===== config.mk =====
export PLATFORM = sky130hd
export DESIGN_NAME = spim_master
export DESIGN_NICKNAME = d
export VERILOG_FILES = /design/src/rtl/spim_pkg.sv /design/src/rtl/spim_fifo.sv /design/src/rtl/spim_shifter.sv /design/src/rtl/spim_cs_ctrl.sv /design/src/rtl/spim_master.sv
export SDC_FILE = /design/constraint.sdc
export NUM_CORES = 1
export LEC_CHECK = 0
export ABC_CLOCK_PERIOD_IN_PS = 6800
export BUFFER_PORTS_ARGS = -buffer_cell sky130_fd_sc_hd__buf_4
export CAP_MARGIN = 10
export CELL_PAD_IN_SITES_DETAIL_PLACEMENT = 2
export CELL_PAD_IN_SITES_GLOBAL_PLACEMENT = 2
export CORE_AREA = 2 2 146 148
export CTS_CLUSTER_DIAMETER = 60
export DETAILED_ROUTE_END_ITERATION = 10
export DIE_AREA = 0 0 148 150
export PLACE_DENSITY_LB_ADDON = 0.05
export SLEW_MARGIN = 10
export SYNTH_ARGS = -nofsm -noshare
export SYNTH_HDL_FRONTEND = slang
export SYNTH_SLANG_ARGS = --single-unit

===== constraint.sdc =====
create_clock -name clk_i -period 6.8 [get_ports clk_i]
set_input_delay 1.02 -clock clk_i [delete_from_list [all_inputs] [get_ports clk_i]]
set_output_delay 1.02 -clock clk_i [all_outputs]
set_load 0.03 [all_outputs]

===== src/rtl/spim_pkg.sv =====
package spim_pkg;
  localparam int BYTE_W = 8;
  localparam int ADDR_W = 8;
  localparam int BUS_W  = 32;

  localparam logic [ADDR_W-1:0] REG_CLK_DIV  = 8'h00;
  localparam logic [ADDR_W-1:0] REG_CS_MODE  = 8'h18;
  localparam logic [ADDR_W-1:0] REG_TX_PUSH  = 8'h48;
  localparam logic [ADDR_W-1:0] REG_RX_POP   = 8'h4C;
  localparam logic [ADDR_W-1:0] REG_TX_MARK  = 8'h50;
  localparam logic [ADDR_W-1:0] REG_RX_MARK  = 8'h54;
  localparam logic [ADDR_W-1:0] REG_IRQ_EN   = 8'h70;
  localparam logic [ADDR_W-1:0] REG_IRQ_PEND = 8'h74;

  localparam int IRQ_TX = 0;
  localparam int IRQ_RX = 1;
  localparam int FLAG_BIT = 31;

  typedef enum logic [1:0] {
    CS_AUTO     = 2'd0,
    CS_AUTO_ALT = 2'd1,
    CS_HOLD     = 2'd2,
    CS_OFF      = 2'd3
  } cs_mode_e;

  typedef enum logic {
    SH_IDLE = 1'b0,
    SH_RUN  = 1'b1
  } shift_state_e;
endpackage


===== src/rtl/spim_fifo.sv =====
module spim_fifo #(
  parameter int DEPTH = 8,
  parameter int WIDTH = 8,
  parameter int CNT_W = $clog2(DEPTH + 1)
) (
  input  logic             clk_i,
  input  logic             rst_ni,
  input  logic             push_i,
  input  logic [WIDTH-1:0] data_i,
  input  logic             pop_i,
  output logic [WIDTH-1:0] data_o,
  output logic [CNT_W-1:0] count_o,
  output logic             full_o,
  output logic             empty_o
);
  localparam int AW = (DEPTH > 1) ? $clog2(DEPTH) : 1;

  logic [WIDTH-1:0] mem [DEPTH];
  logic [AW-1:0]    wr_ptr, rd_ptr, wr_nxt, rd_nxt;
  logic [CNT_W-1:0] cnt_q;
  logic             do_push, do_pop;

  generate
    if ((DEPTH & (DEPTH - 1)) == 0) begin : g_pow2
      assign wr_nxt = wr_ptr + 1'b1;
      assign rd_nxt = rd_ptr + 1'b1;
    end else begin : g_wrap
      assign wr_nxt = (wr_ptr == AW'(DEPTH - 1)) ? '0 : wr_ptr + 1'b1;
      assign rd_nxt = (rd_ptr == AW'(DEPTH - 1)) ? '0 : rd_ptr + 1'b1;
    end
  endgenerate

  assign full_o  = (cnt_q == CNT_W'(DEPTH));
  assign empty_o = (cnt_q == '0);
  assign do_push = push_i && !full_o;
  assign do_pop  = pop_i && !empty_o;
  assign data_o  = mem[rd_ptr];
  assign count_o = cnt_q;

  always_ff @(posedge clk_i) begin
    if (do_push) mem[wr_ptr] <= data_i;
  end

  always_ff @(posedge clk_i or negedge rst_ni) begin
    if (!rst_ni) begin
      wr_ptr <= '0;
      rd_ptr <= '0;
      cnt_q  <= '0;
    end else begin
      if (do_push) wr_ptr <= wr_nxt;
      if (do_pop)  rd_ptr <= rd_nxt;
      case ({do_push, do_pop})
        2'b10:   cnt_q <= cnt_q + 1'b1;
        2'b01:   cnt_q <= cnt_q - 1'b1;
        default: cnt_q <= cnt_q;
      endcase
    end
  end
endmodule


===== src/rtl/spim_shifter.sv =====
module spim_shifter
  import spim_pkg::*;
#(
  parameter int DIV_W  = 12,
  parameter int DATA_W = 8
) (
  input  logic              clk_i,
  input  logic              rst_ni,
  input  logic [DIV_W-1:0]  div_i,
  input  logic              tx_valid_i,
  input  logic [DATA_W-1:0] tx_data_i,
  output logic              tx_pop_o,
  output logic              rx_push_o,
  output logic [DATA_W-1:0] rx_data_o,
  output logic              busy_o,
  output logic              sck_o,
  output logic              mosi_o,
  input  logic              miso_i
);
  localparam int BW = (DATA_W > 1) ? $clog2(DATA_W) : 1;

  shift_state_e      state_q;
  logic [DIV_W-1:0]  div_cnt_q;
  logic [BW-1:0]     bit_cnt_q;
  logic [DATA_W-1:0] tx_sh_q, rx_sh_q;
  logic              sck_q;
  logic              half_done, last_bit;

  assign half_done = (div_cnt_q == div_i);
  assign last_bit  = (bit_cnt_q == BW'(DATA_W - 1));
  assign tx_pop_o  = (state_q == SH_IDLE) && tx_valid_i;
  assign rx_push_o = (state_q == SH_RUN) && half_done && sck_q && last_bit;
  assign rx_data_o = rx_sh_q;
  assign busy_o    = (state_q == SH_RUN);
  assign sck_o     = sck_q;
  assign mosi_o    = tx_sh_q[DATA_W-1];

  always_ff @(posedge clk_i or negedge rst_ni) begin
    if (!rst_ni) begin
      state_q   <= SH_IDLE;
      div_cnt_q <= '0;
      bit_cnt_q <= '0;
      tx_sh_q   <= '0;
      rx_sh_q   <= '0;
      sck_q     <= 1'b0;
    end else begin
      case (state_q)
        SH_IDLE: begin
          if (tx_valid_i) begin
            tx_sh_q   <= tx_data_i;
            div_cnt_q <= '0;
            bit_cnt_q <= '0;
            sck_q     <= 1'b0;
            state_q   <= SH_RUN;
          end
        end
        SH_RUN: begin
          if (!half_done) begin
            div_cnt_q <= div_cnt_q + 1'b1;
          end else begin
            div_cnt_q <= '0;
            if (!sck_q) begin
              // rising edge: capture
              sck_q   <= 1'b1;
              rx_sh_q <= {rx_sh_q[DATA_W-2:0], miso_i};
            end else begin
              // falling edge: advance
              sck_q <= 1'b0;
              if (last_bit) begin
                state_q <= SH_IDLE;
              end else begin
                bit_cnt_q <= bit_cnt_q + 1'b1;
                tx_sh_q   <= {tx_sh_q[DATA_W-2:0], 1'b0};
              end
            end
          end
        end
        default: state_q <= SH_IDLE;
      endcase
    end
  end
endmodule


===== src/rtl/spim_cs_ctrl.sv =====
module spim_cs_ctrl
  import spim_pkg::*;
(
  input  logic     clk_i,
  input  logic     rst_ni,
  input  cs_mode_e mode_i,
  input  logic     frame_start_i,
  input  logic     busy_i,
  output logic     cs_no,
  output logic     cs_oe_o
);
  logic hold_q;
  logic active;

  always_ff @(posedge clk_i or negedge rst_ni) begin
    if (!rst_ni)                 hold_q <= 1'b0;
    else if (mode_i != CS_HOLD)  hold_q <= 1'b0;
    else if (frame_start_i)      hold_q <= 1'b1;
  end

  always_comb begin
    case (mode_i)
      CS_HOLD: active = hold_q || busy_i;
      CS_OFF:  active = 1'b0;
      default: active = busy_i;
    endcase
  end

  assign cs_no   = !active;
  assign cs_oe_o = (mode_i != CS_OFF);
endmodule


===== src/rtl/spim_master.sv =====
module spim_master
  import spim_pkg::*;
#(
  parameter int FIFO_DEPTH = 8,
  parameter int DIV_W      = 12
) (
  input  logic              clk_i,
  input  logic              rst_ni,
  input  logic              req_i,
  input  logic              we_i,
  input  logic [ADDR_W-1:0] addr_i,
  input  logic [BUS_W-1:0]  wdata_i,
  output logic [BUS_W-1:0]  rdata_o,
  output logic              sck_o,
  output logic              mosi_o,
  input  logic              miso_i,
  output logic              cs_no,
  output logic              cs_oe_o,
  output logic              irq_o
);
  localparam int CNT_W = $clog2(FIFO_DEPTH + 1);

  logic [DIV_W-1:0]  div_q;
  cs_mode_e          cs_mode_q;
  logic [CNT_W-1:0]  tx_mark_q, rx_mark_q;
  logic [1:0]        irq_en_q;
  logic [1:0]        irq_pend;

  logic              tx_push, tx_pop, tx_full, tx_empty;
  logic [BYTE_W-1:0] tx_head;
  logic [CNT_W-1:0]  tx_cnt;
  logic              rx_push, rx_pop, rx_full, rx_empty;
  logic [BYTE_W-1:0] rx_head, rx_byte;
  logic [CNT_W-1:0]  rx_cnt;
  logic              shift_busy;

  assign tx_push = req_i && we_i && (addr_i == REG_TX_PUSH);
  assign rx_pop  = req_i && !we_i && (addr_i == REG_RX_POP);

  always_ff @(posedge clk_i or negedge rst_ni) begin
    if (!rst_ni) begin
      div_q     <= '0;
      cs_mode_q <= CS_AUTO;
      tx_mark_q <= '0;
      rx_mark_q <= '0;
      irq_en_q  <= '0;
    end else if (req_i && we_i) begin
      case (addr_i)
        REG_CLK_DIV: div_q     <= wdata_i[DIV_W-1:0];
        REG_CS_MODE: cs_mode_q <= cs_mode_e'(wdata_i[1:0]);
        REG_TX_MARK: tx_mark_q <= wdata_i[CNT_W-1:0];
        REG_RX_MARK: rx_mark_q <= wdata_i[CNT_W-1:0];
        REG_IRQ_EN:  irq_en_q  <= wdata_i[1:0];
        default: ;
      endcase
    end
  end

  always_comb begin
    irq_pend         = '0;
    irq_pend[IRQ_TX] = (tx_cnt < tx_mark_q);
    irq_pend[IRQ_RX] = (rx_cnt > rx_mark_q);
  end
  assign irq_o = |(irq_pend & irq_en_q);

  always_comb begin
    rdata_o = '0;
    case (addr_i)
      REG_CLK_DIV:  rdata_o[DIV_W-1:0] = div_q;
      REG_CS_MODE:  rdata_o[1:0] = cs_mode_q;
      REG_TX_PUSH:  rdata_o[FLAG_BIT] = tx_full;
      REG_RX_POP: begin
        rdata_o[FLAG_BIT]     = rx_empty;
        rdata_o[BYTE_W-1:0]   = rx_empty ? '0 : rx_head;
      end
      REG_TX_MARK:  rdata_o[CNT_W-1:0] = tx_mark_q;
      REG_RX_MARK:  rdata_o[CNT_W-1:0] = rx_mark_q;
      REG_IRQ_EN:   rdata_o[1:0] = irq_en_q;
      REG_IRQ_PEND: rdata_o[1:0] = irq_pend;
      default: ;
    endcase
  end

  spim_fifo #(.DEPTH(FIFO_DEPTH), .WIDTH(BYTE_W), .CNT_W(CNT_W)) u_tx_fifo (
    .clk_i   (clk_i),
    .rst_ni  (rst_ni),
    .push_i  (tx_push),
    .data_i  (wdata_i[BYTE_W-1:0]),
    .pop_i   (tx_pop),
    .data_o  (tx_head),
    .count_o (tx_cnt),
    .full_o  (tx_full),
    .empty_o (tx_empty)
  );

  spim_fifo #(.DEPTH(FIFO_DEPTH), .WIDTH(BYTE_W), .CNT_W(CNT_W)) u_rx_fifo (
    .clk_i   (clk_i),
    .rst_ni  (rst_ni),
    .push_i  (rx_push),
    .data_i  (rx_byte),
    .pop_i   (rx_pop),
    .data_o  (rx_head),
    .count_o (rx_cnt),
    .full_o  (rx_full),
    .empty_o (rx_empty)
  );

  spim_shifter #(.DIV_W(DIV_W), .DATA_W(BYTE_W)) u_shifter (
    .clk_i      (clk_i),
    .rst_ni     (rst_ni),
    .div_i      (div_q),
    .tx_valid_i (!tx_empty),
    .tx_data_i  (tx_head),
    .tx_pop_o   (tx_pop),
    .rx_push_o  (rx_push),
    .rx_data_o  (rx_byte),
    .busy_o     (shift_busy),
    .sck_o      (sck_o),
    .mosi_o     (mosi_o),
    .miso_i     (miso_i)
  );

  spim_cs_ctrl u_cs_ctrl (
    .clk_i         (clk_i),
    .rst_ni        (rst_ni),
    .mode_i        (cs_mode_q),
    .frame_start_i (tx_pop),
    .busy_i        (shift_busy),
    .cs_no         (cs_no),
    .cs_oe_o       (cs_oe_o)
  );
endmodule


==> results.md, run 1 <==
- The global-route wire length before repair is 37,200 µm.
- The maximum fanout count along the critical path is 11.
- The cell count after placement is roughly 950.
- TritonCTS built the clock tree.
- The number of global-route vias before repair is between 6,000 and 7,000.
- The average detailed-routed wire length per instance is between 20 and 25 µm.
- The H-tree depth is 1.
- The kind of start point of the critical path is an input port.
- From left edge to right edge, the die measures roughly 150 µm.
- In this run the remaining antenna-violating nets after routing total 0.
- The DRC marker count from the first detailed-route iteration is ~250.
- The vias per cell is around 5.6.
- The worst relative slew slack is 0.306.
- Of the post-synthesis cell area, the dominant cell type holds 0.412.
- Entering global routing, the biggest net connects slightly above 60 pins.
- The region available for standard cell placement spans approximately 21,000 µm².
- After synthesis, the cell types taking the most area are sky130_fd_sc_hd__edfxtp_1 41%, sky130_fd_sc_hd__dfrtp_1 21%, sky130_fd_sc_hd__mux4_2 7.7%.
- Summing over every cut layer, the via total after detailed routing is approximately 5,600.
- Counting the buffers created by CTS gives 24.
- The initial antenna violation count is 0.
- The tree is rooted in a sky130_fd_sc_hd__clkbuf_16.
- The final-layout setup total negative slack is 0 ns.
- For this run, the number of standard cells in the final layout without fillers is around 1,000.
- Walking the worst path, the cells encountered are buf_4 > nor4b_1 > nand4b_4 > or2_2 > o211ai_1 > buf_4.
- The gate count after technology mapping is around 650.
- Counting cells, the worst reg-to-reg path comes to 10.
- Among the stages of the critical path, the cell type that occurs most often is sky130_fd_sc_hd__buf_4.
- The floorplan step set the die height to 150 µm.
- For the pin with the worst max-slew slack, the measured transition is between 1 and 1.5 ns.
- The largest voltage drop on the vdd net is roughly 0.00024 V.
- The class of the worst hold path is input port to asynchronous set/reset pin.
- Setup repair after global routing left no endpoint under its margin.
- The fraction of registers with async set/reset is 0.379.
- The type of element capturing the critical path is an output pin.
- Counting flops and latches in the post-synthesis netlist gives between 200 and 250.
- The total of endpoints with negative setup slack in the final report is 0.
- After synthesis the cells add up to around 9300 µm².
- In the synthesized netlist the dominant register cell turns out to be sky130_fd_sc_hd__edfxtp_1.
- In this design, the stage delay of the slowest critical-path cell is approximately 0.60 ns.
- The synthesized design contains approximately 130 enable-type register cells.
- The total iterations of the first detailed-routing run is 4.
- For this design, the CTS-stage hold fixing added 0 buffers.
- The count of final hold-check violations was 0.
- The clock passes through at most 3 buffers.
- The worst setup path is of the input port to output pin kind.
- For this run, the register share of the synthesized area comes to 0.622.
- The post-synthesis cell type with the largest combined area is sky130_fd_sc_hd__edfxtp_1.
- The final layout contains about 770 nets.
- The synthesized netlist contains just under 60 unique library cells.
- Leaving out fill and tap cells, the most frequent cell in the layout is sky130_fd_sc_hd__edfxtp_1.
- The global placer's final weighted congestion is about 0.80.
- The total global-route track usage is 0.221.
- The sink count of the clock tree is roughly 210.
- The flow ran to the end, and the final reports show no timing, DRC or antenna violations.
- Averaged over all synthesized cells, the footprint is ~14 µm².
- For this design the static power due to leakage is about 4 nW.
- STA puts the critical path data required time at 5.78 ns.
- The initial utilization of the core area, before any placement, comes to 0.450.
- about 80 I/O pins were placed.
- 0 antenna diodes ended up in the layout.
- The source-to-sink clock delay at the later pin of the worst-skew pair is between 0.5 and 0.6 ns.
- After detailed routing, the total wire length is ~24,000 µm.
- The area growth from synthesis to layout is 14.6%.
- The floorplan has 53 rows.
- The number of max-slew violations in the final report is 0.
- The clock arrives with around 0.0098 ns of skew.
- The overall die area is ~22,000 µm².
- In the finished design, the share of the clock period the worst path needs comes to 0.563.
- The number of warning messages in the yosys log is 0.
- The slowest stage of the critical path is the sky130_fd_sc_hd__nor4b_1 cell.
- The total overflow reported by the global router is 0.
- Across the run, the number of max-cap violations was 0.
- The maximum clock frequency is roughly 0.26 GHz.
- The total power per unit cell area is about 360 nW/µm².
- After clock tree synthesis, the repair step resized 0 gates.
- The quantity of I/O buffers inserted on ports is between 40 and 50.
- The post-route minimum period is about 3.8 ns.
- The clock transition at the register clock pins on the worst setup and hold paths after CTS is 0.06 ns.
- The worst endpoint data arrival time is around 2.8 ns.
- In this run the post-CTS setup repair buffer count came out at 0.
- After detailed routing, the number of remaining DRC violations is 0.
- The sum of net half-perimeters after detailed placement is around 16,000 µm.
- The share of final-layout standard cells stronger than drive strength 1 is 0.238.
- In the layout the commonest cells are 128 x sky130_fd_sc_hd__edfxtp_1, 76 x sky130_fd_sc_hd__dfrtp_1, 57 x sky130_fd_sc_hd__nand2_1.
## state kept, by name (all words and copies together), names as in the netlist, 4 cells and up
name,flops
u_shifter.rx_data_o,8
u_rx_fifo.mem,64
div_q,12
u_shifter.div_cnt_q,12
u_shifter.tx_sh_q,8
u_tx_fifo.mem,64
rx_mark_q,4
u_rx_fifo.count_o,4
tx_mark_q,4
u_tx_fifo.count_o,4
## through the flow
step	total power [W]	util	setup slack (ns)	area, µm²	hold WS [ns]
finish	0.00389	0.516	2.97	10700	0.376
global route	0.00409	0.516	2.80	10700	0.380
CTS	0.00395	0.516	2.53	10700	0.370
detailed placement	0.00265	0.478	2.83	9890	0.487
global placement	0.00255	0.478	2.90	9890	0.475
floorplan	0.00234	-	3.13	9390	0.449
## where the power goes
part | switching [W] | leakage (nW) | internal [W] | total (W)
Combinational | 0.000471 | 1.49 | 0.000390 | 0.000861
Sequential | 0.000238 | 2.15 | 0.00152 | 0.00176
Clock | 0.000516 | 0.386 | 0.000762 | 0.00128
Total | 0.00122 | 4.03 | 0.00267 | 0.00389
## final timing paths
path                            slack [ns]                       start                                  to
min in group clk_i                    0.49    cs_mode_q[0]$_DFFE_PN0P_        u_cs_ctrl.hold_q$_DFFE_PN0P_
worst max-delay path                  2.97                   addr_i[5]                          rdata_o[1]
worst min register to register        0.49    cs_mode_q[0]$_DFFE_PN0P_        u_cs_ctrl.hold_q$_DFFE_PN0P_
worst min-delay path                  0.38                      rst_ni  u_shifter.div_cnt_q[7]$_DFFE_PN0P_
worst max register to register        3.04  u_shifter.busy_o$_DFF_PN0_    u_rx_fifo.count_o[2]$_DFFE_PN0P_
max in group asynchronous             5.21                      rst_ni     u_rx_fifo.rd_ptr[0]$_DFFE_PN0P_
## layout make-up
cell class                      count  area, µm²
Clock inverter                     13        125
Clock buffer                       31        658
Fill cell                        1955      10000
Tap cell                          275        344
Multi-Input combinational cell    398       3300
Timing Repair Buffer               51        383
Sequential cell                   206       5800
Inverter                           19       71.3
## cells by family (layout without fill, tap and decap cells)
group,count (synthesis),after routing,synth area share
flops,206,206,0.622
simple gates,171,171,0.0967
mux,78,78,0.131
compound gates,70,70,0.0505
buf+inv,60,114,0.0337
xor+xnor,39,39,0.0366
fa+ha+maj,21,21,0.0290
other cells,1,19,0.000402
## synth_stat cells (all sizes together) (3+ instances only)
cell type  instances
a21o               4
a21oi              9
a221oi             7
a22oi              4
and2               7
and3               5
buf               32
clkbuf             9
dfrtp             78
edfxtp           128
ha                20
inv               17
mux2              34
mux2i             12
mux4              32
nand2             57
nand2b             4
nand3             14
nand4              8
nor2              28
nor3              18
nor4               4
nor4b              3
o21ai             24
o221ai             7
or3                8
xnor2             26
xor2              13
## layer usage
layer  wire length [µm]  up-vias  part of all wire  global-route usage
met5                  0        -                 0                   0
met3                788       32             0.033              0.0302
met2              12300       99              0.52               0.391
li1                   -     2511                 -                   -
met4                426        0             0.018              0.0533
met1              10200     2968              0.43               0.290
## worst max-delay path: cells and delay by family
| family | cells | cell delay (ns) |
|---|---|---|
| simple gates | 3 | 1.31 |
| buf+inv | 2 | 0.36 |
| compound gates | 1 | 0.12 |
(Power assumes the default switching activity.)
==> inputs of run 2 (changes only) <==
ABC_CLOCK_PERIOD_IN_PS = 3440   (was 6800)
CORE_AREA = 2 2 158 160   (was 2 2 146 148)
DIE_AREA = 0 0 160 162   (was 0 0 148 150)
clock period = 3.44 ns   (was 6.8 ns; I/O delays follow)
==> run 2 against run 1 <==
Effect of this change: clock skew increased by 0.0011 ns; core utilization decreased by 6.0 points; via count up 0.91%; critical path type is now flop to output pin; wire length increased by 3.6%; combinational power is 110% higher; first-iteration DRC count rose by 24%; final area grew 3.0%; sequential power rose by 95%; cell count rose by 8.0%; largest power group unchanged; power grew 110%; clock power is 120% higher.
==> results.md, run 2 (same netlist as run 1, synthesis figures left out) <==
- Unrepaired setup endpoints after global routing: false (unchanged).
- The number of setup buffers added after CTS is 0 (unchanged).
- The worst-margin pin slew is 0.926 ns (was 1.04 ns).
- The number of maximum-capacitance violations is 0 (unchanged).
- The sink count of the clock tree is 206 (unchanged).
- The worst relative slew slack is 0.377 (was 0.306).
- The global-route wire length before repair is 38,600 µm (was 37,200 µm).
- The via count is 5,661 (was 5,610).
- The floorplan core area was 24,100 µm² (was 20,700 µm²).
- The number of buffers inserted for hold repair after clock tree synthesis was 0 (unchanged).
- The area used by multi-input combinational logic is 3290 µm² (was 3300 µm²).
- The total global-route track usage was 0.194 (was 0.221).
- The maximum fanout count along the critical path is 9 (was 11).
- The vias per cell is 5.28 (was 5.65).
- The number of global-route vias before repair is 6,482 (was 6,356).
- The initial antenna violation count is 0 (unchanged).
- The site row count is 57 (was 53).
- The total overflow reported by the global router is 0 (unchanged).
- The total of endpoints with negative setup slack in the final report is 0 (unchanged).
- The average detailed-routed wire length per instance is 22.8 µm (was 23.8 µm).
- The detailed-route wire length is 24,500 µm (was 23,600 µm).
- The top-level port count is 82 (unchanged).
- The longest individual stage delay on the worst path was 0.67 ns (was 0.60 ns).
- Commonest cells after routing, fill and taps aside: 128 x sky130_fd_sc_hd__edfxtp_1, 78 x sky130_fd_sc_hd__dfrtp_1, 75 x sky130_fd_sc_hd__buf_4 (was 128 x sky130_fd_sc_hd__edfxtp_1, 76 x sky130_fd_sc_hd__dfrtp_1, 57 x sky130_fd_sc_hd__nand2_1).
- The H-tree depth was 1 (unchanged).
- The number of max-slew violations in the final report is 0 (unchanged).
- The kind of start point of the critical path is a flop (was input port).
- Based on the critical path, the design can be clocked at up to approximately 0.31 GHz.
- The share of final-layout standard cells stronger than drive strength 1 came to 0.262 (was 0.238).
- The final-layout setup total negative slack was 0 ns (unchanged).
- The die width was 160 µm (was 148 µm).
- The maximum number of pins on one net before global-route repair came to 45 (was 62).
- The critical path required time is 2.92 ns (was 5.78 ns).
- Series of cell instances along the critical path: buf_4 > mux4_2 > mux2i_1 > or2_2 > o211ai_1 > buf_4 (was buf_4 > nor4b_1 > nand4b_4 > or2_2 > o211ai_1 > buf_4).
- The largest voltage drop on the vdd net is 0.000484 V (was 0.000237 V).
- The CTS root buffer is sky130_fd_sc_hd__clkbuf_16 (unchanged).
- The utilization of the core after routing is 0.456 (was 0.516).
- The pre-CTS setup slack was 0.320 ns (was 2.83 ns).
- The slowest cell on the critical path is sky130_fd_sc_hd__dfrtp_1 (was sky130_fd_sc_hd__nor4b_1).
- The critical path class is flop to output pin (was input port to output pin).
- The global placer's final weighted congestion came to 0.785 (was 0.805).
- The final clock period utilization by the worst path is 0.928.
- The cell type with the highest occurrence count on the critical path is sky130_fd_sc_hd__buf_4 (unchanged).
- The worst clock skew on the final layout came to 0.0109 ns (was 0.00984 ns).
- The class of the worst hold path is input port to asynchronous set/reset pin (unchanged).
- The type of element capturing the critical path is an output pin (unchanged).
- The total iterations of the first detailed-routing run is 4 (unchanged).
- The final net count was 793 (was 766).
- The worst reg2reg path depth is 11 (was 10).
- The clock tree buffer depth is 3 (unchanged).
- The worst endpoint data arrival time is 2.68 ns (was 2.81 ns).
- The count of final hold-check violations is 0 (unchanged).
- The source-to-sink clock delay at the later pin of the worst-skew pair came to 0.54 ns (was 0.52 ns).
- The minimum setup slack in the final design is 0.246 ns (was 2.97 ns).
- The tightest hold margin is 0.0166 ns (was 0.376 ns).
- The internal reg-to-reg setup slack is 0.38 ns (was 3.04 ns).
- The total power per unit cell area is 727 nW/µm² (was 365 nW/µm²).
- The residual DRC count came to 0 (unchanged).
- The instance area at placement came to 10,100 µm² (was 9890 µm²).
- The worst path buffer plus inverter count came to 2 (unchanged).
- The post-route cell area is 11,000 µm² (was 10,700 µm²).
- The number of buffers added by the clock tree synthesis step was 27 (was 24).
- The CTS tree was done (unchanged).
- The overall die area came to 25,900 µm² (was 22,200 µm²).
- The reg-to-reg startpoint is div_q[1]$_DFFE_PN0P_ (was u_shifter.busy_o$_DFF_PN0_).
- The sequential cell area is 5800 µm² (about the same).
- The clock period could shrink to between 3 and 4 ns.
- The quantity of gates resized following cts is 0 (unchanged).
- The quantity of I/O buffers inserted on ports was 42 (unchanged).
- The sum of net half-perimeters after detailed placement is 17,200 µm (was 16,400 µm).
- Biggest registers after layout: u_rx_fifo.mem (64), u_tx_fifo.mem (64) (unchanged).
- The most common cell after layout, fill and taps aside is sky130_fd_sc_hd__edfxtp_1 (unchanged).
- The family with the most delay on the worst path is multiplexers (was simple AND/OR/NAND/NOR gates).
- Result of the run: finished, final reports clean (unchanged).
- The worst flop-to-flop path endpoint is u_rx_fifo.count_o[2]$_DFFE_PN0P_ (unchanged).
- The area added between synthesis and finish came to 18.1% (was 14.6%).
- The post-route antenna net violation count was 0 (unchanged).
- The static leakage power is 4.20 nW (was 4.03 nW).
- The DRC marker count from the first detailed-route iteration came to 312 (was 251).
- The die extent in y is 162 µm (was 150 µm).
- The clock transition at the register clock pins on the worst setup and hold paths after CTS is 0.06 ns (about the same).
- The number of cells on the critical path was 6 (unchanged).
- The initial cell density of the core was 0.387 (was 0.450).
- The number of filler cells placed in the layout is 2,403 (was 1,955).
- The antenna diode count was 0 (unchanged).
-- run 2: worst max-delay path by stage --
stage,startpoint,end
floorplan,addr_i[5],u_tx_fifo.count_o[3]$_DFFE_PN0P_
detailed placement,addr_i[5],u_rx_fifo.count_o[2]$_DFFE_PN0P_
global route,u_rx_fifo.rd_ptr[0]$_DFFE_PN0P_,rdata_o[1]
finish,u_rx_fifo.rd_ptr[0]$_DFFE_PN0P_,rdata_o[1]
global placement,addr_i[5],u_rx_fifo.count_o[2]$_DFFE_PN0P_
CTS,u_rx_fifo.rd_ptr[0]$_DFFE_PN0P_,rdata_o[1]
-- run 2: report_power, final --
group / leakage (nW) / switching [W] / internal (W)
sequential: 2.16 / 0.000433 / 0.00300
clock: 0.429 / 0.00114 / 0.00162
combinational: 1.61 / 0.000986 / 0.000823
-- run 2: stage by stage --
stage	power, W	instances
5_1_grt	0.00845	1072
4_1_cts	0.00813	1072
6_report	0.00800	1072
2_1_floorplan	0.00463	664
3_3_place_gp	0.00513	1022
3_5_place_dp	0.00532	1022
-- run 2: layout make-up --
class / instances / share of cell area
clock buffer: 32 / 0.0631
multi-input combinational: 398 / 0.299
clock inverter: 18 / 0.0166
timing repair buffer: 75 / 0.0512
tap: 324 / 0.0368
sequential: 206 / 0.527
inverter: 19 / 0.00648
-- run 2: routing by layer --
metal	track usage	routed length [µm]	vias to the layer above
met5	0	0	-
met2	0.341	12300	109
li1	-	-	2560
met3	0.0283	918	32
met4	0.0442	442	0
met1	0.258	10800	2960
-- run 2: worst register-to-register path: cells and delay by family, from the launching register on --
| kind | cells | cell delay [ns] |
|---|---|---|
| simple gates | 4 | 1.09 |
| xor+xnor | 4 | 0.71 |
| fa+ha+maj | 2 | 0.55 |
| flops | 1 | 0.45 |
| compound gates | 1 | 0.14 |
==> inputs of run 3 (changes only) <==
ABC_CLOCK_PERIOD_IN_PS = 3520   (was 3440)
CORE_AREA = 2 2 151 153   (was 2 2 158 160)
DIE_AREA = 0 0 153 155   (was 0 0 160 162)
clock period = 3.52 ns   (was 3.44 ns; I/O delays follow)
==> run 3 against run 2 <==
Effect of this change: cell count shrank 4.6%; core utilization rose by 2.8 points; global-route usage grew 1.3 points; critical path depth down 1; count of clock-buffer cells in the layout is 1 lower; highest routed layer unchanged; die area fell by 8.5%; wire length fell by 2.6%; register-to-register slack improved by 0.17 ns; flip-flop and latch count unchanged; first-iteration DRC count shrank 33%; clock power decreased by 14%; combinational power down 3%.
==> results.md, run 3 (same netlist as run 1, synthesis figures left out) <==
- The worst clock skew on the final layout is 0.0186 ns (was 0.0109 ns).
- The worst-margin pin slew is 0.884 ns (was 0.926 ns).
- The number of maximum-capacitance violations was 0 (unchanged).
- The global placer's final weighted congestion is 0.755 (was 0.785).
- The source-to-sink clock delay at the later pin of the worst-skew pair was 0.52 ns (was 0.54 ns).
- Biggest registers after layout: u_rx_fifo.mem (64), u_tx_fifo.mem (64) (unchanged).
- The fraction of power consumed by sequential logic is 0.451 (was 0.429).
- The maximum number of pins on one net before global-route repair is 50 (was 45).
- The minimum setup slack in the final design is 0.277 ns (was 0.246 ns).
- The total of endpoints with negative setup slack in the final report is 0 (unchanged).
- The net load switching power is 0.00239 W (was 0.00255 W).
- The floorplan core area was 22,200 µm² (was 24,100 µm²).
- The initial cell density of the core is 0.419 (was 0.387).
- The top-level port count is 82 (unchanged).
- Dividing the final minimum period by the clock period gives 0.921.
- The quantity of gates resized following cts is 0 (unchanged).
- The number of setup buffers added after CTS came to 0 (unchanged).
- The site row count came to 55 (was 57).
- The longest individual stage delay on the worst path is 0.76 ns (was 0.67 ns).
- The residual DRC count is 0 (unchanged).
- The total internal power came to 0.00508 W (was 0.00544 W).
- The total iterations of the first detailed-routing run is 4 (unchanged).
- The most common cell after layout, fill and taps aside is sky130_fd_sc_hd__edfxtp_1 (unchanged).
- The pre-CTS setup slack is 0.205 ns (was 0.320 ns).
- The worst relative slew slack is 0.406 (was 0.377).
- For the finished layout, the period the worst path requires is around 3.2 ns.
- The via count came to 5,601 (was 5,661).
- Series of cell instances along the critical path: buf_4 > mux4_2 > mux2i_1 > o21ai_0 > buf_4 (was buf_4 > mux4_2 > mux2i_1 > or2_2 > o211ai_1 > buf_4).
- The number of buffers added by the clock tree synthesis step was 25 (was 27).
- The number of buffers inserted for hold repair after clock tree synthesis is 0 (unchanged).
- The antenna diode count came to 0 (unchanged).
- The slowest cell on the critical path is sky130_fd_sc_hd__dfrtp_1 (unchanged).
- The share of final-layout standard cells stronger than drive strength 1 is 0.249 (was 0.262).
- The total overflow reported by the global router is 0 (unchanged).
- The CTS tree is done (unchanged).
- Commonest cells after routing, fill and taps aside: 128 x sky130_fd_sc_hd__edfxtp_1, 78 x sky130_fd_sc_hd__dfrtp_1, 70 x sky130_fd_sc_hd__buf_4 (was 128 x sky130_fd_sc_hd__edfxtp_1, 78 x sky130_fd_sc_hd__dfrtp_1, 75 x sky130_fd_sc_hd__buf_4).
- The initial antenna violation count is 0 (unchanged).
- The average detailed-routed wire length per instance is 23.3 µm (was 22.8 µm).
- The number of max-slew violations in the final report is 0 (unchanged).
- The critical path class is flop to output pin (unchanged).
- The number of global-route vias before repair is 6,357 (was 6,482).
- The type of element capturing the critical path is an output pin (unchanged).
- The total global-route track usage is 0.207 (was 0.194).
- The static leakage power came to 4.12 nW (was 4.20 nW).
- The relative contribution of the clock network to total power is 0.315 (was 0.345).
- The quantity of I/O buffers inserted on ports is 42 (unchanged).
- The count of final hold-check violations is 0 (unchanged).
- The worst reg2reg path depth came to 12 (was 11).
- The detailed-route wire length is 23,900 µm (was 24,500 µm).
- The switching power share of the total came to 0.320 (was 0.319).
- The global-route wire length before repair is 37,900 µm (was 38,600 µm).
- The die width is 153 µm (was 160 µm).
- The final net count is 786 (was 793).
- The tightest hold margin came to 0.0475 ns (was 0.0166 ns).
- Result of the run: finished, final reports clean (unchanged).
- The H-tree depth came to 1 (unchanged).
- The maximum clock frequency is between 0.3 and 0.4 GHz.
- The die extent in y is 155 µm (was 162 µm).
- The final-layout setup total negative slack is 0 ns (unchanged).
- Unrepaired setup endpoints after global routing: false (unchanged).
- The critical path required time is 2.99 ns (was 2.92 ns).
- The DRC marker count from the first detailed-route iteration is 210 (was 312).
- The sink count of the clock tree is 206 (unchanged).
- The total power of the final layout is 0.00747 W (was 0.00800 W).
- The overall die area is 23,700 µm² (was 25,900 µm²).
- The worst endpoint data arrival time was 2.71 ns (was 2.68 ns).
- The class of the worst hold path is input port to asynchronous set/reset pin (unchanged).
- The maximum fanout count along the critical path is 11 (was 9).
- The post-route antenna net violation count came to 0 (unchanged).
- The total power per unit cell area came to 693 nW/µm² (was 727 nW/µm²).
- The number of filler cells placed in the layout came to 2,158 (was 2,403).
- The proportion of power drawn by combinational gates is 0.234 (was 0.226).
- The clock transition at the register clock pins on the worst setup and hold paths after CTS is 0.06 ns (about the same).
- The kind of start point of the critical path is a flop (unchanged).
- The clock tree buffer depth is 3 (unchanged).
- The largest voltage drop on the vdd net is 0.000430 V (was 0.000484 V).
- The CTS root buffer is sky130_fd_sc_hd__clkbuf_16 (unchanged).
- The area added between synthesis and finish is 15.7% (was 18.1%).
- The sum of net half-perimeters after detailed placement is 16,500 µm (was 17,200 µm).
- The cell type with the highest occurrence count on the critical path was sky130_fd_sc_hd__buf_4 (unchanged).
- The utilization of the core after routing was 0.485 (was 0.456).
- The vias per cell is 5.48 (was 5.28).
## run 3: routing by layer
layer,wire length [µm],track usage,vias to the layer above
met2,12000,0.359,104
met4,506,0.0423,0
met5,0,0,-
met3,693,0.0265,32
li1,-,-,2555
met1,10700,0.283,2910
## run 3: cell type report
cell class                      instances  area, µm²  area share
Sequential cell                       206       5800       0.538
Multi-Input combinational cell        398       3280       0.304
Timing Repair Buffer                   70        526      0.0488
Inverter                               19       71.3     0.00662
Clock inverter                         14       83.8     0.00778
Tap cell                              285        357      0.0331
Clock buffer                           31        668      0.0620
## run 3: power groups by stage
stage               combinational [W]  clock, W  sequential, W
finish                        0.00175   0.00236        0.00337
CTS                           0.00178   0.00242        0.00338
global route                  0.00194   0.00251        0.00344
global placement              0.00161         0        0.00337
floorplan                     0.00133         0        0.00320
detailed placement            0.00175         0        0.00342
## run 3: critical path, delay by kind of cell, from the launching register on
kind | cells | cell delay [ns]
AOI/OAI and AO/OA | 1 | 0.13
muxes | 2 | 0.78
DFF | 1 | 0.76
buffers and inverters | 2 | 0.51
## run 3: worst paths after layout
check                                           startpoint                             endpoint  slack [ns]
setup / recovery           u_rx_fifo.rd_ptr[0]$_DFFE_PN0P_                           rdata_o[6]        0.28
hold / removal                                      rst_ni  u_shifter.div_cnt_q[10]$_DFFE_PN0P_        0.05
setup reg to reg                      div_q[1]$_DFFE_PN0P_     u_rx_fifo.count_o[2]$_DFFE_PN0P_        0.55
hold reg to reg                   cs_mode_q[0]$_DFFE_PN0P_         u_cs_ctrl.hold_q$_DFFE_PN0P_        0.50
max in group asynchronous                           rst_ni              irq_en_q[1]$_DFFE_PN0P_        2.73
min in group clk_i                                  miso_i   u_shifter.rx_data_o[0]$_DFFE_PN0P_        0.24
## run 3: stage by stage
step	area (µm²)	cells
floorplan	9390	664
global placement	10000	978
detailed placement	10000	978
CTS	10800	1023
global route	10800	1023
finish	10800	1023
